## config.mk

```make
export PLATFORM = sky130hd
export DESIGN_NAME = tribuf_ctrl
export DESIGN_NICKNAME = d
export VERILOG_FILES = /design/src/rtl/tribuf_pkg.sv /design/src/rtl/tribuf_slot_ctr.sv /design/src/rtl/tribuf_role_rot.sv /design/src/rtl/tribuf_guard.sv /design/src/rtl/tribuf_ctrl.sv
export SDC_FILE = /design/constraint.sdc
export NUM_CORES = 1
export LEC_CHECK = 0
export ABC_AREA = 1
export BUFFER_PORTS_ARGS = -buffer_cell sky130_fd_sc_hd__clkbuf_2
export CAP_MARGIN = 20
export CORE_MARGIN = 2
export CORE_UTILIZATION = 40
export DETAILED_ROUTE_END_ITERATION = 8
export GPL_TIMING_DRIVEN = 0
export PLACE_DENSITY = 0.74
export RECOVER_POWER = 100
export SYNTH_ARGS = -nofsm -noshare
export SYNTH_HDL_FRONTEND = slang
export SYNTH_SLANG_ARGS = --single-unit
```

## constraint.sdc

```tcl
create_clock -name clk -period 1.6 [get_ports clk]
set_input_delay 0.24 -clock clk [delete_from_list [all_inputs] [get_ports clk]]
set_output_delay 0.24 -clock clk [all_outputs]
set_load 0.05 [all_outputs]
```

## src/rtl/tribuf_pkg.sv

```systemverilog
package tribuf_pkg;
  typedef logic [1:0] bank_t;

  // bank that a given bank hands over to on rotation (0 -> 1 -> 2 -> 0)
  function automatic bank_t bank_after(input bank_t b);
    return (b == 2'd2) ? 2'd0 : b + 2'd1;
  endfunction

  function automatic bank_t drain_of(input bank_t fill);
    return bank_after(fill);
  endfunction

  function automatic bank_t proc_of(input bank_t fill);
    return bank_after(bank_after(fill));
  endfunction
endpackage

```

## src/rtl/tribuf_slot_ctr.sv

```systemverilog
module tribuf_slot_ctr #(
  parameter int DEPTH = 2500,
  parameter int AW    = $clog2(DEPTH)
) (
  input  logic          clk,
  input  logic          rst_n,
  input  logic          step,
  output logic [AW-1:0] idx,
  output logic          at_last
);
  localparam logic [AW-1:0] LAST = AW'(DEPTH - 1);

  assign at_last = (idx == LAST);

  always_ff @(posedge clk or negedge rst_n) begin
    if (!rst_n)                idx <= '0;
    else if (step && at_last)  idx <= '0;
    else if (step)             idx <= idx + 1'b1;
  end
endmodule

```

## src/rtl/tribuf_role_rot.sv

```systemverilog
module tribuf_role_rot
  import tribuf_pkg::*;
(
  input  logic  clk,
  input  logic  rst_n,
  input  logic  rotate,
  output bank_t fill,
  output bank_t proc,
  output bank_t drain
);
  always_ff @(posedge clk or negedge rst_n) begin
    if (!rst_n)      fill <= 2'd0;
    else if (rotate) fill <= bank_after(fill);
  end

  assign drain = drain_of(fill);
  assign proc  = proc_of(fill);
endmodule

```

## src/rtl/tribuf_guard.sv

```systemverilog
module tribuf_guard (
  input  logic clk,
  input  logic rst_n,
  input  logic rotate,
  input  logic proc_done,
  output logic blk_start,
  output logic overrun,
  output logic primed
);
  logic [1:0] rot_cnt;   // saturates at 2
  logic       done_seen;
  logic       armed;

  assign armed  = (rot_cnt != 2'd0);
  assign primed = (rot_cnt == 2'd2);

  always_ff @(posedge clk or negedge rst_n) begin
    if (!rst_n) begin
      rot_cnt   <= 2'd0;
      done_seen <= 1'b0;
      overrun   <= 1'b0;
      blk_start <= 1'b0;
    end else begin
      blk_start <= rotate;
      if (rotate) begin
        if (!primed) rot_cnt <= rot_cnt + 2'd1;
        if (armed && !(done_seen || proc_done)) overrun <= 1'b1;
        done_seen <= 1'b0;
      end else if (proc_done) begin
        done_seen <= 1'b1;
      end
    end
  end
endmodule

```

## src/rtl/tribuf_ctrl.sv

```systemverilog
module tribuf_ctrl
  import tribuf_pkg::*;
#(
  parameter int DEPTH  = 2500,
  parameter int DATA_W = 16,
  parameter int AW     = $clog2(DEPTH)
) (
  input  logic              clk,
  input  logic              rst_n,
  input  logic              smp_stb,
  input  logic              proc_done,
  input  logic [DATA_W-1:0] mem_rdata,
  output logic              wr_en,
  output logic [AW-1:0]     wr_addr,
  output logic [1:0]        fill_bank,
  output logic              rd_en,
  output logic [AW-1:0]     rd_addr,
  output logic [1:0]        drain_bank,
  output logic [1:0]        proc_bank,
  output logic              blk_start,
  output logic              overrun,
  output logic [DATA_W-1:0] out_sample
);
  logic [AW-1:0] slot;
  logic          last_slot;
  logic          rot_evt;
  logic          primed;
  bank_t         fill_w, proc_w, drain_w;

  tribuf_slot_ctr #(.DEPTH(DEPTH), .AW(AW)) u_slot (
    .clk(clk), .rst_n(rst_n), .step(smp_stb), .idx(slot), .at_last(last_slot)
  );

  assign rot_evt = smp_stb && last_slot;

  tribuf_role_rot u_rot (
    .clk(clk), .rst_n(rst_n), .rotate(rot_evt),
    .fill(fill_w), .proc(proc_w), .drain(drain_w)
  );

  tribuf_guard u_guard (
    .clk(clk), .rst_n(rst_n), .rotate(rot_evt), .proc_done(proc_done),
    .blk_start(blk_start), .overrun(overrun), .primed(primed)
  );

  assign wr_en      = smp_stb;
  assign rd_en      = smp_stb;
  assign wr_addr    = slot;
  assign rd_addr    = slot;
  assign fill_bank  = fill_w;
  assign drain_bank = drain_w;
  assign proc_bank  = proc_w;
  assign out_sample = primed ? mem_rdata : '0;
endmodule

```

* Yosys cells after proc, flatten, opt, wreduce, memory -nomap -nowiden
Cells that the tools add are included.
** Word-level totals
- Flip-flop bits (word level) :: 19
- Logic and storage cells :: 31
- Input bits :: 20
** Operators by class
- Reductions and logical operators :: 9
- Multiplexer cells :: 7
- Eq/ne operators :: 4
- Bitwise logic cells :: 1
- $add $sub $neg :: 4
** Operator list (count)
- 12-bit 2-to-1 mux :: 2
- 16-bit 2-to-1 mux :: 1
- 12-bit by 1-bit adder with 12-bit output (second input constant) :: 1
- 12-bit == test (second input constant) :: 1
- 2-bit by 1-bit adder with 2-bit output (second input constant) :: 3
- 2-bit == test (second input constant) :: 3
- 2-bit nonzero test :: 3
- 2-bit 2-to-1 mux :: 2
- 2-bit AND reduction :: 2
- 1-bit logical AND :: 2
- 1-bit 2-to-1 mux :: 2
- 1-bit logical NOT :: 1
- 1-bit logical OR :: 1
- 1-bit inverter :: 1

* Depth between registers and ports, before layout
Gate-level depths: netlist (run 1).
- Depth in word-level cells :: 4
- Mapped depth :: 7
- Depth with buffers taken out :: 7

* Modules after synthesis
A second synthesis (run 1) with hierarchy kept.
** Unflattened totals
- Cell total of the unflattened synthesis :: 180
- Area, all modules :: 1340.0 um^2
** By module, submodules not included
- tribuf_slot_ctr :: times used 1, cells each 91, area each 738.2 um^2, seq. area each 300.3 um^2
- tribuf_ctrl :: times used 1, cells each 50, area each 276.5 um^2, seq. area each 0.0 um^2
- tribuf_guard :: times used 1, cells each 24, area each 219.0 um^2, seq. area each 125.1 um^2
- tribuf_role_rot :: times used 1, cells each 15, area each 106.4 um^2, seq. area each 50.0 um^2

* Worst setup path before layout (run 1)
No wires, ideal clock.
- Kind :: register to register
- Start :: register u_rot.fill[0]
- End :: register u_rot.fill[1]
- Slack :: -0.081 ns
- Clock period less this slack :: 1.681 ns
- Arrival :: 1.614 ns
- Stages on the path, launching flop included :: 5
- Path buffers :: 0
- Path through :: dfrtp_1 -> inv_1 -> nor2_1 -> nand2_1 -> nand2_1
** Between the ends
- Longest elaborated chain between the ends :: 2
- Elaborated cells between the ends (all ways) :: 3
- Classes of those cells :: 1 x add/sub; 1 x eq/ne; 1 x mux
** RTL lines
- start, declared :: RTL line tribuf_role_rot.sv:7 : output bank_t fill,
- start signal, assigned :: RTL line tribuf_role_rot.sv:13 : else if (rotate) fill <= bank_after(fill);
- 2-bit by 1-bit adder with 2-bit output / 2-bit == test (equally long branches)
- 2-bit 2-to-1 mux *
- net drain_bank[1] :: RTL line tribuf_ctrl.sv:18 : output logic [1:0] drain_bank,
Mark *: on every way through the listed nets, which the timed path passes. The rest lies on a longest branch.
A chain may end at the register's enable or synchronous reset.

* Worst setup path after layout (run 1)
- Start :: register u_guard.rot_cnt[0]
- End :: output out_sample[13]
** Between the ends
- Longest elaborated chain between the ends :: 2
** RTL lines
- start, declared :: RTL line tribuf_guard.sv:10 : logic [1:0] rot_cnt;
- start signal, assigned :: RTL line tribuf_guard.sv:26 : if (!primed) rot_cnt <= rot_cnt + 2'd1;
- 2-bit == test :: RTL line tribuf_guard.sv:15 : assign primed = (rot_cnt == 2'd2);
- 16-bit 2-to-1 mux :: RTL line tribuf_ctrl.sv:53 : assign out_sample = primed ? mem_rdata : '0;
- end, declared :: RTL line tribuf_ctrl.sv:22 : output logic [DATA_W-1:0] out_sample
Every way passes these cells.

==> results of run 1 <==
[synthesized netlist by cell type (all sizes together)]
master | count | area [sq um]
nand2 | 52 | 200
inv | 38 | 143
dfrtp | 19 | 475
nor2 | 19 | 83.8
buf | 17 | 135
nand3 | 10 | 55.1
o21ai | 5 | 28.8
a21oi | 3 | 15.0
ha | 3 | 37.5
nor3 | 3 | 26.3
clkbuf | 2 | 7.51
nand4 | 2 | 12.5
xor2 | 2 | 17.5
o21bai | 1 | 7.51
or3 | 1 | 6.26
[kinds of logic (layout without fill, tap and decap cells)]
family,count (synthesis),in the layout
buffers and inverters,57,136
and+or+nand+nor,87,87
AOI/OAI and AO/OA,9,9
adders and majority gates,3,3
xor gates and xnor gates,2,2
DFF,19,19
[layout make-up]
| class | count | area, sq um | area share (%) |
|---|---|---|---|
| Buffer | 18 | 149 | 6.80 |
| Inverter | 38 | 183 | 8.34 |
| Tap cell | 33 | 41.3 | 1.88 |
| Timing Repair Buffer | 76 | 709 | 32.4 |
| Clock inverter | 1 | 5.00 | 0.228 |
| Sequential cell | 19 | 478 | 21.8 |
| Multi-Input combinational cell | 101 | 603 | 27.5 |
| Clock buffer | 3 | 22.5 | 1.03 |
[what timing repair did]
item / CTS / global route
gates cloned: 1 / 0
pin swaps: 1 / 3
setup buffers: 5 / 1
setup endpoints to repair: 16 / 16
hold endpoints to repair: 19 / 0
hold buffers: 1 / 0
resized for setup: 87 / 5
[sequential cells by signal, indices dropped and copies added, names as in the netlist]
name	count
u_guard.blk_start	1
u_rot.fill	2
u_slot.idx	12
u_guard.overrun	1
u_guard.rot_cnt	2
u_guard.done_seen	1
[per-layer routing]
layer	vias up	part of all wire [%]
met2	41	55
met4	0	1.2
met5	-	0
met3	6	4.3
met1	623	39
li1	673	-
[how the worst max path moves through the flow]
stage | to | cells past startpoint | start | slack, ns
after floorplan | drain_bank[0] | 1 | u_rot.fill[1]$_DFFE_PN0P_ | 0.02
after global placement | out_sample[14] | 7 | u_guard.rot_cnt[0]$_DFFE_PN0P_ | -0.24
after detailed placement | out_sample[9] | 7 | u_guard.rot_cnt[0]$_DFFE_PN0P_ | -0.26
after CTS | out_sample[8] | 7 | u_guard.rot_cnt[0]$_DFFE_PN0P_ | -0.15
after global routing | out_sample[5] | 6 | u_guard.rot_cnt[0]$_DFFE_PN0P_ | -0.19
final | out_sample[13] | 6 | u_guard.rot_cnt[0]$_DFFE_PN0P_ | -0.11
[power by group]
part           switching [W]  internal, W
registers           0.000126     0.000560
clock network       0.000154    0.0000931
logic               0.000811     0.000277
[per-stage QoR]
stage               util, %  TNS (ns)  cell area [sq um]  total power (W)  cells
floorplan                 -         0               1300          0.00156    177
global placement       55.9     -2.32               1680          0.00178    278
detailed placement     55.9     -2.51               1680          0.00179    278
CTS                    73.8     -1.75               2220          0.00205    289
global route           73.0     -2.54               2190          0.00213    289
finish                 73.0     -1.18               2190          0.00202    289
[worst reg2reg max path, cell delays in order (launching register included)]
cell and delay, ns:
dfrtp_2 0.41, ha_1 0.22, nand2_1 0.07, nor2_1 0.09, nand3_1 0.19, buf_4 0.25, o21ai_2 0.11, nand2_1 0.06
[cells in the final DEF, fill, tap and decap left out]
master,count
clkbuf_1,11
o21ai_0,4
nand2_4,15
clkinv_2,1
nand4_1,2
dfrtp_1,17
buf_4,9
xor2_1,2
clkbuf_8,1
nand2_2,2
nor3_4,1
buf_8,2
clkbuf_4,15
dfrtp_2,2
or3_1,1
nand3_1,10
a21oi_1,3
nand2_1,35
clkinvlp_4,10
o21bai_1,1
inv_2,6
inv_1,21
dlygate4sd3_1,1
nor2_1,17
inv_4,1
ha_4,1
nor2_2,2
clkbuf_16,15
buf_12,1
nor3_1,2
ha_1,2
o21ai_2,1
clkbuf_2,42
==> results.yml, run 1 <==
status:
  outcome: "finished, violations left"
  violations: "negative setup slack"
setup_path:
  crit_chain: "inv_2 -> ha_4 -> clkbuf_16 -> nand2_4 -> clkinvlp_4 -> clkbuf_16"
  slowest_delay_ns: 0.42
  timing.rr.start: "u_slot.idx[0]$_DFFE_PN0P_"
  crit_family: "buffers and inverters"
  worstPathArrival_ns: 1.47
  critPathSlowestCell: "dfrtp_1"
  path_buf_inv: 4
  start_kind: "flop"
  worstReg2RegEnd: "u_guard.rot_cnt[0]$_DFFE_PN0P_"
  path_class: "flop to primary output"
  crit_path_end_kind: "primary output"
  reg2reg_slack_ns: 0.09
  cp_max_fo: 5
  cp.required_ns: 1.36
  ff2ff_path_depth: 7
  crit_path_frequent_cell: "clkbuf_16"
sta:
  hold_violations: 0
  finalCritPeriodShare_pct: 107
  rsz0062_at_grt: "true"
  fin_skew_ns: 0.00368
  finalSetupViolCount: 16
  hold_slack_ns: 0.177
  finalCriticalPeriod_ns: 1.71
  relSlewSlack_pct: 30.8
  slew_viol_final: 0
  layout_setup_ws_ns: -0.105
  fmax_mhz: 586
  worstMarginPinSlew_ns: 1.04
min_path:
  hp-start: "proc_done"
  holdPathStages: 3
  hold_path_class: "primary input to flop"
  hold_end: "u_guard.done_seen$_DFFE_PN0P_"
drt:
  ant_nets: 0
  wl_per_cell_um: 12.0
  drc: 0
  num_vias: 1343
  first_pass_iters: 8
  avgViaCountPerCell: 4.65
  routed_wl_mm: 3.47
  drt-initial-drc-count: 47
yosys:
  syn_area_sq_um: 1250
  synth_nets: 200
  syn_avg_cell_area_sq_um: 7.07
  synth_cells: 177
  synthMuxAreaShare_pct: 0
  ys_warn_count: 0
  ys_seq_area_share_pct: 38.0
  synth-simple-area-share_pct: 30.7
  yosysUniqueCellTypes: 23
  synth_fa_ha_area_share_pct: 3.00
  synth_xor_area_share_pct: 1.40
  synth_compound_area_share_pct: 4.10
  synth_top_family_by_area: "simple AND/OR/NAND/NOR gates"
  ys_ff_latch: 19
placed_design:
  place_ws_ns: -0.263
  gp_congestion: 0.777
  io_buffers: 68
  dp_hpwl_mm: 2.12
power:
  p_leak_nw: 1.24
  vdd_drop_max_mv: 0.700
  powerDensity_nw_per_um2: 922
clock_network:
  h-tree-depth: 1
  clockRootBuffer: "clkbuf_4"
  clkLatencyLatePin_ns: 0.30
  clock_sinks: 19
  cts_buffers: 3
  clk_pin_slew_worst_paths_ns: 0.11
  cts_buffer_depth: 2
  cts_tree: "done"
die:
  fp.dieArea_sq_um: 3590
  start_util_pct: 41.7
  ioPinCount: 70
  rows: 20
  die_width_um: 59.9
  die_h_um: 59.9
  core-area_sq_um: 3000
global_route:
  gr-usage-met2_pct: 35.4
  grt_pass1_wl_mm: 5.46
  busiest_layer: "met2"
  grt_max_degree: 20
  grt_use_total_pct: 20.6
  grt_pass1_vias: 1173
  antenna_found_initial: 0
  use_met1_pct: 26.4
  overflow: 0
  gr-usage-met3_pct: 3.90
finish:
  fill_cells: 225
  final_nets: 280
  n_antenna_cell: 0
  drive_gt1_share_pct: 49.6
  areaGrowthSynthToFinish_pct: 75.1
run:
  drv_cap: 0
(Power assumes the default switching activity.)
==> inputs of run 2 (changes only) <==
--- a/config.mk
+++ b/config.mk
@@ -8,7 +8,7 @@
 export ABC_AREA = 1
 export BUFFER_PORTS_ARGS = -buffer_cell sky130_fd_sc_hd__clkbuf_2
 export CAP_MARGIN = 20
-export CORE_MARGIN = 2
+export CORE_MARGIN = 3
 export CORE_UTILIZATION = 40
 export DETAILED_ROUTE_END_ITERATION = 8
 export GPL_TIMING_DRIVEN = 0
==> run 2 against run 1 <==
- the run still ends with negative setup slack left
- total power increased by 3.2%
- register-to-register slack got worse by 0.06 ns
- die area is 6.8% higher
- clock skew rose by 0.0072 ns
- combinational power barely moved
- clock power rose by 7%
- wire length up 21%
- sequential power increased by 1%
- first-iteration DRC count shrank 4.3%
- global-route usage grew 1.6 points
- final cell count rose by 2.8%
- critical path type unchanged
- highest routed layer unchanged
==> results.yml, run 2 (same netlist as run 1, synthesis figures left out) <==
status:
  outcome: "finished, violations left"
  violations: "negative setup slack"
drt:
  num_vias: 1364
  drc: 0
  avgViaCountPerCell: 4.59
  first_pass_iters: 4
  routed_wl_mm: 4.18
  drt-initial-drc-count: 45
  wl_per_cell_um: 14.1
  ant_nets: 0
placed_design:
  gp_congestion: 0.786
  dp_hpwl_mm: 2.22
  io_buffers: 68
sta:
  worstMarginPinSlew_ns: 1.04
  hold_violations: 0
  finalCritPeriodShare_pct: 110
  finalCriticalPeriod_ns: 1.76
  slew_viol_final: 0
  relSlewSlack_pct: 30.9
  rsz0062_at_grt: "true"
  finalSetupViolCount: 16
  fin_skew_ns: 0.0109
  tns_ns: -1.92
  layout_setup_ws_ns: -0.157
  fmax_mhz: 569
clock_network:
  cts_buffers: 3
  clock_sinks: 19
  clk_pin_slew_worst_paths_ns: 0.12
  cts_buffer_depth: 2
  cts_tree: "done"
  clockRootBuffer: "clkbuf_4"
  h-tree-depth: 1
  clkLatencyLatePin_ns: 0.32
finish:
  seqCellArea_sq_um: 478
  largest_register_ff_count: 12
  multi_input_area_sq_um: 623
  top_register: "u_slot.idx"
  areaGrowthSynthToFinish_pct: 80.2
  final_nets: 279
  drive_gt1_share_pct: 51.8
  final_cell_mix: "clkbuf_2, nand2_1, inv_1"
  reg_top3: "u_slot.idx (12), u_guard.rot_cnt (2), u_rot.fill (2)"
  n_antenna_cell: 0
  fill_cells: 202
  layout_commonest_cell: "clkbuf_2"
min_path:
  hold_path_class: "primary input to flop"
global_route:
  grt_pass1_wl_mm: 6.04
  grt_use_total_pct: 22.2
  grt_pass1_vias: 1301
  antenna_found_initial: 0
  grt_max_degree: 20
  overflow: 0
power:
  vdd_drop_max_mv: 1.12
  powerDensity_nw_per_um2: 925
  p_leak_nw: 1.26
  finalPower_w: 0.00209
die:
  die_width_um: 61.9
  ioPinCount: 70
  core-area_sq_um: 2880
  fp.dieArea_sq_um: 3840
  die_h_um: 61.9
  rows: 19
  start_util_pct: 43.5
setup_path:
  cp.required_ns: 1.36
  cp_max_fo: 5
  crit_path_end_kind: "primary output"
  path_class: "flop to primary output"
  start_kind: "flop"
  worstPathArrival_ns: 1.52
run:
  drv_cap: 0
-- run 2: cell count changes in the layout (fill, tap and decap cells not counted), sizes merged --
cell and change:
clkinvlp +1, clkbuf +1, buf -2, clkinv -1
-- run 2: area by class of cell --
cell class,count,share of cell area [%]
Timing Repair Buffer,75,32.7
Clock inverter,1,0.333
Tap cell,42,2.33
Sequential cell,19,21.2
Clock buffer,3,0.999
Buffer,18,6.60
Multi-Input combinational cell,101,27.6
Inverter,38,8.21
-- run 2: stage by stage --
stage               area, sq um  hold slack [ns]  utilization [%]  std cells  worst slack, ns
floorplan                  1300          -0.0556                -        177           0.0157
global placement           1690            0.222             58.7        287           -0.235
detailed placement         1690            0.218             58.7        287           -0.248
CTS                        2300            0.156             80.0        301           -0.166
global route               2250            0.167             78.4        297           -0.208
finish                     2250            0.145             78.4        297           -0.157
-- run 2: final timing paths --
check / slack [ns] / cells past startpoint / to / startpoint
setup / recovery: -0.16 / 6 / out_sample[13] / u_guard.rot_cnt[0]$_DFFE_PN0P_
hold / removal: 0.15 / 3 / u_guard.done_seen$_DFFE_PN0P_ / proc_done
setup reg to reg: 0.03 / 7 / u_slot.idx[0]$_DFFE_PN0P_ / u_slot.idx[0]$_DFFE_PN0P_
hold reg to reg: 0.51 / 1 / u_guard.overrun$_DFFE_PN0P_ / u_guard.overrun$_DFFE_PN0P_
max in group asynchronous: 0.31 / 2 / u_slot.idx[0]$_DFFE_PN0P_ / rst_n
min in group asynchronous: 0.61 / 2 / u_slot.idx[5]$_DFFE_PN0P_ / rst_n
-- run 2: per-layer routing --
metal | vias to the layer above | global-route usage [%] | part of all wire (%)
met5 | - | 0 | 0
met4 | 0 | 10.9 | 4.0
met3 | 15 | 4.75 | 4.0
met2 | 52 | 39.2 | 52
met1 | 633 | 25.3 | 40
li1 | 664 | - | -
-- run 2: worst max-delay path: stages, from the launching register on --
cell	delay [ns]
dfrtp_1	0.42
inv_2	0.07
ha_4	0.19
clkbuf_16	0.17
nand2_4	0.06
clkinvlp_4	0.09
clkbuf_16	0.18
-- run 2: timing repair --
item	CTS	global route
hold buffers	1	0
setup endpoints to repair	16	18
pin swaps	4	4
hold endpoints to repair	19	0
resized for setup	94	4
buffers inserted	8	0
gates cloned	1	0
-- run 2: power breakdown --
part / internal, W / switching [W]
Combinational: 0.000282 / 0.000841
Clock: 0.0000958 / 0.000169
Sequential: 0.000560 / 0.000136
==> inputs of run 3 (changes only) <==
--- a/config.mk
+++ b/config.mk
@@ -9,11 +9,12 @@
 export BUFFER_PORTS_ARGS = -buffer_cell sky130_fd_sc_hd__clkbuf_2
 export CAP_MARGIN = 20
 export CORE_MARGIN = 3
-export CORE_UTILIZATION = 40
+export CORE_UTILIZATION = 44
 export DETAILED_ROUTE_END_ITERATION = 8
 export GPL_TIMING_DRIVEN = 0
-export PLACE_DENSITY = 0.74
+export PLACE_DENSITY = 0.81
 export RECOVER_POWER = 100
+export SLEW_MARGIN = 25
 export SYNTH_ARGS = -nofsm -noshare
 export SYNTH_HDL_FRONTEND = slang
 export SYNTH_SLANG_ARGS = --single-unit
==> run 3 against run 2 <==
- the flow still finishes with violations (negative setup slack)
- total power rose by 2.7%
- critical path depth is the same
- via count up 8.6%
- non-clock buffer count up 3
- sequential cell count stayed put
- critical path type unchanged
- largest power group unchanged
==> results.yml, run 3 (same netlist as run 1, synthesis figures left out) <==
status:
  outcome: "finished, violations left"
  violations: "negative setup slack"
finish:
  largest_register_ff_count: 12
  n_antenna_cell: 0
  areaGrowthSynthToFinish_pct: 79.3
  seqCellArea_sq_um: 478
  final_nets: 282
  top_register: "u_slot.idx"
  final_util_pct: 86.6
  final_area_sq_um: 2240
  fill_cells: 120
  final_cell_mix: "clkbuf_2, nand2_1, buf_4"
  drive_gt1_share_pct: 53.9
  reg_top3: "u_slot.idx (12), u_guard.rot_cnt (2), u_rot.fill (2)"
  layout_commonest_cell: "clkbuf_2"
  multi_input_area_sq_um: 621
drt:
  ant_nets: 0
  drt-initial-drc-count: 61
  drc: 0
  avgViaCountPerCell: 5.14
  routed_wl_mm: 4.91
  num_vias: 1481
  first_pass_iters: 4
  wl_per_cell_um: 17.1
power:
  vdd_drop_max_mv: 1.52
  p_leak_nw: 1.26
  powerDensity_nw_per_um2: 955
die:
  rows: 18
  die_width_um: 59.3
  die_h_um: 59.3
  fp.dieArea_sq_um: 3520
  start_util_pct: 48.3
  ioPinCount: 70
  core-area_sq_um: 2590
min_path:
  hp-start: "proc_done"
  hold_path_class: "primary input to flop"
clock_network:
  cts_tree: "done"
  cts_buffer_depth: 2
  clock_sinks: 19
  cts_buffers: 3
  clkLatencyLatePin_ns: 0.30
  clk_pin_slew_worst_paths_ns: 0.11
  h-tree-depth: 1
  clockRootBuffer: "clkbuf_4"
sta:
  relSlewSlack_pct: 32.3
  fmax_mhz: 568
  slew_viol_final: 0
  finalCritPeriodShare_pct: 110
  fin_skew_ns: 0.00364
  finalCriticalPeriod_ns: 1.76
  hold_violations: 0
  finalSetupViolCount: 16
  layout_setup_ws_ns: -0.159
  rsz0062_at_grt: "true"
  tns_ns: -1.86
  hold_slack_ns: 0.183
  worstMarginPinSlew_ns: 1.02
placed_design:
  gp_congestion: 0.819
  place_area_sq_um: 1670
  io_buffers: 68
  dp_hpwl_mm: 2.22
  place_ws_ns: -0.252
global_route:
  grt_max_degree: 20
  grt_pass1_wl_mm: 7.27
  grt_use_total_pct: 28.1
  grt_pass1_vias: 1469
  antenna_found_initial: 0
  overflow: 0
setup_path:
  reg2reg_slack_ns: 0.01
  crit_path_frequent_cell: "clkbuf_16"
  crit_path_end_kind: "primary output"
  cp.required_ns: 1.36
  timing.rr.start: "u_slot.idx[2]$_DFFE_PN0P_"
  slowest_delay_ns: 0.43
  critPathSlowestCell: "dfrtp_1"
  path_class: "flop to primary output"
  worstSetupStartpoint: "u_guard.rot_cnt[0]$_DFFE_PN0P_"
  ff2ff_path_depth: 5
  crit_chain: "inv_2 -> ha_4 -> clkbuf_16 -> nand2_4 -> clkinvlp_4 -> clkbuf_16"
  cp_max_fo: 5
  worstReg2RegEnd: "u_slot.idx[7]$_DFFE_PN0P_"
  worstPathArrival_ns: 1.52
  start_kind: "flop"
  crit_path_end: "out_sample[12]"
run:
  drv_cap: 0
==> run 3: changes by cell type in the layout (fill, tap and decap cells not counted), moves of 3 or more <==
| cell | delta |
|---|---|
| nor2_2 | +3 |
| nor2_1 | -3 |
| clkbuf_4 | -13 |
| buf_4 | +15 |
==> run 3: area by class of cell <==
cell class,count,area share [%]
plain buffers,18,6.80
clock buffers,3,1.00
clock inverters,1,0.223
inverters,38,8.25
multi-input cells,101,27.7
flip-flops and latches,19,21.3
well taps,30,1.67
repair buffers,78,33.1
==> run 3: critical path, delay by kind of cell, from the launching register on <==
kind,cells,cell delay (ns)
buf+inv,4,0.53
simple gates,1,0.05
flops,1,0.43
fa+ha+maj,1,0.20
==> run 3: routing by layer <==
layer	GRT usage, %	routed length, um	vias to the layer above
met3	7.19	346	22
met1	30.7	1740	703
li1	-	-	667
met2	51.3	2610	89
met4	10.4	216	0
met5	0	0	-
==> run 3: how the worst min path moves through the flow <==
stage | endpoint | slack, ns | depth (start not counted)
finish | u_guard.done_seen$_DFFE_PN0P_ | 0.18 | 3
floorplan | u_guard.blk_start$_DFF_PN0_ | -0.06 | 0
detailed placement | u_slot.idx[4]$_DFFE_PN0P_ | 0.22 | 1
global placement | u_slot.idx[4]$_DFFE_PN0P_ | 0.22 | 1
CTS | u_guard.done_seen$_DFFE_PN0P_ | 0.18 | 3
global route | u_guard.done_seen$_DFFE_PN0P_ | 0.20 | 3
==> run 3: stage by stage <==
stage,power [W],instances
after detailed placement,0.00180,275
after floorplan,0.00156,177
after CTS,0.00205,287
after global placement,0.00178,275
after global routing,0.00224,288
final,0.00214,288
==> run 3: where the power goes <==
part | total [W] | internal [W] | leakage, nW | switching [W]
Sequential | 0.000708 | 0.000560 | 0.224 | 0.000148
Clock | 0.000251 | 0.0000933 | 0.0177 | 0.000158
Combinational | 0.00118 | 0.000310 | 1.02 | 0.000872
Total | 0.00214 | 0.000963 | 1.26 | 0.00118
==> run 3: what timing repair did <==
item / 4_1_cts / 5_1_grt
endpoints found under the hold margin: 19 / 0
gates cloned: 1 / 0
endpoints found under the setup margin: 16 / 29
setup buffers: 6 / 2
hold buffers: 1 / 0
pin swaps: 3 / 3
resized for setup: 86 / 9
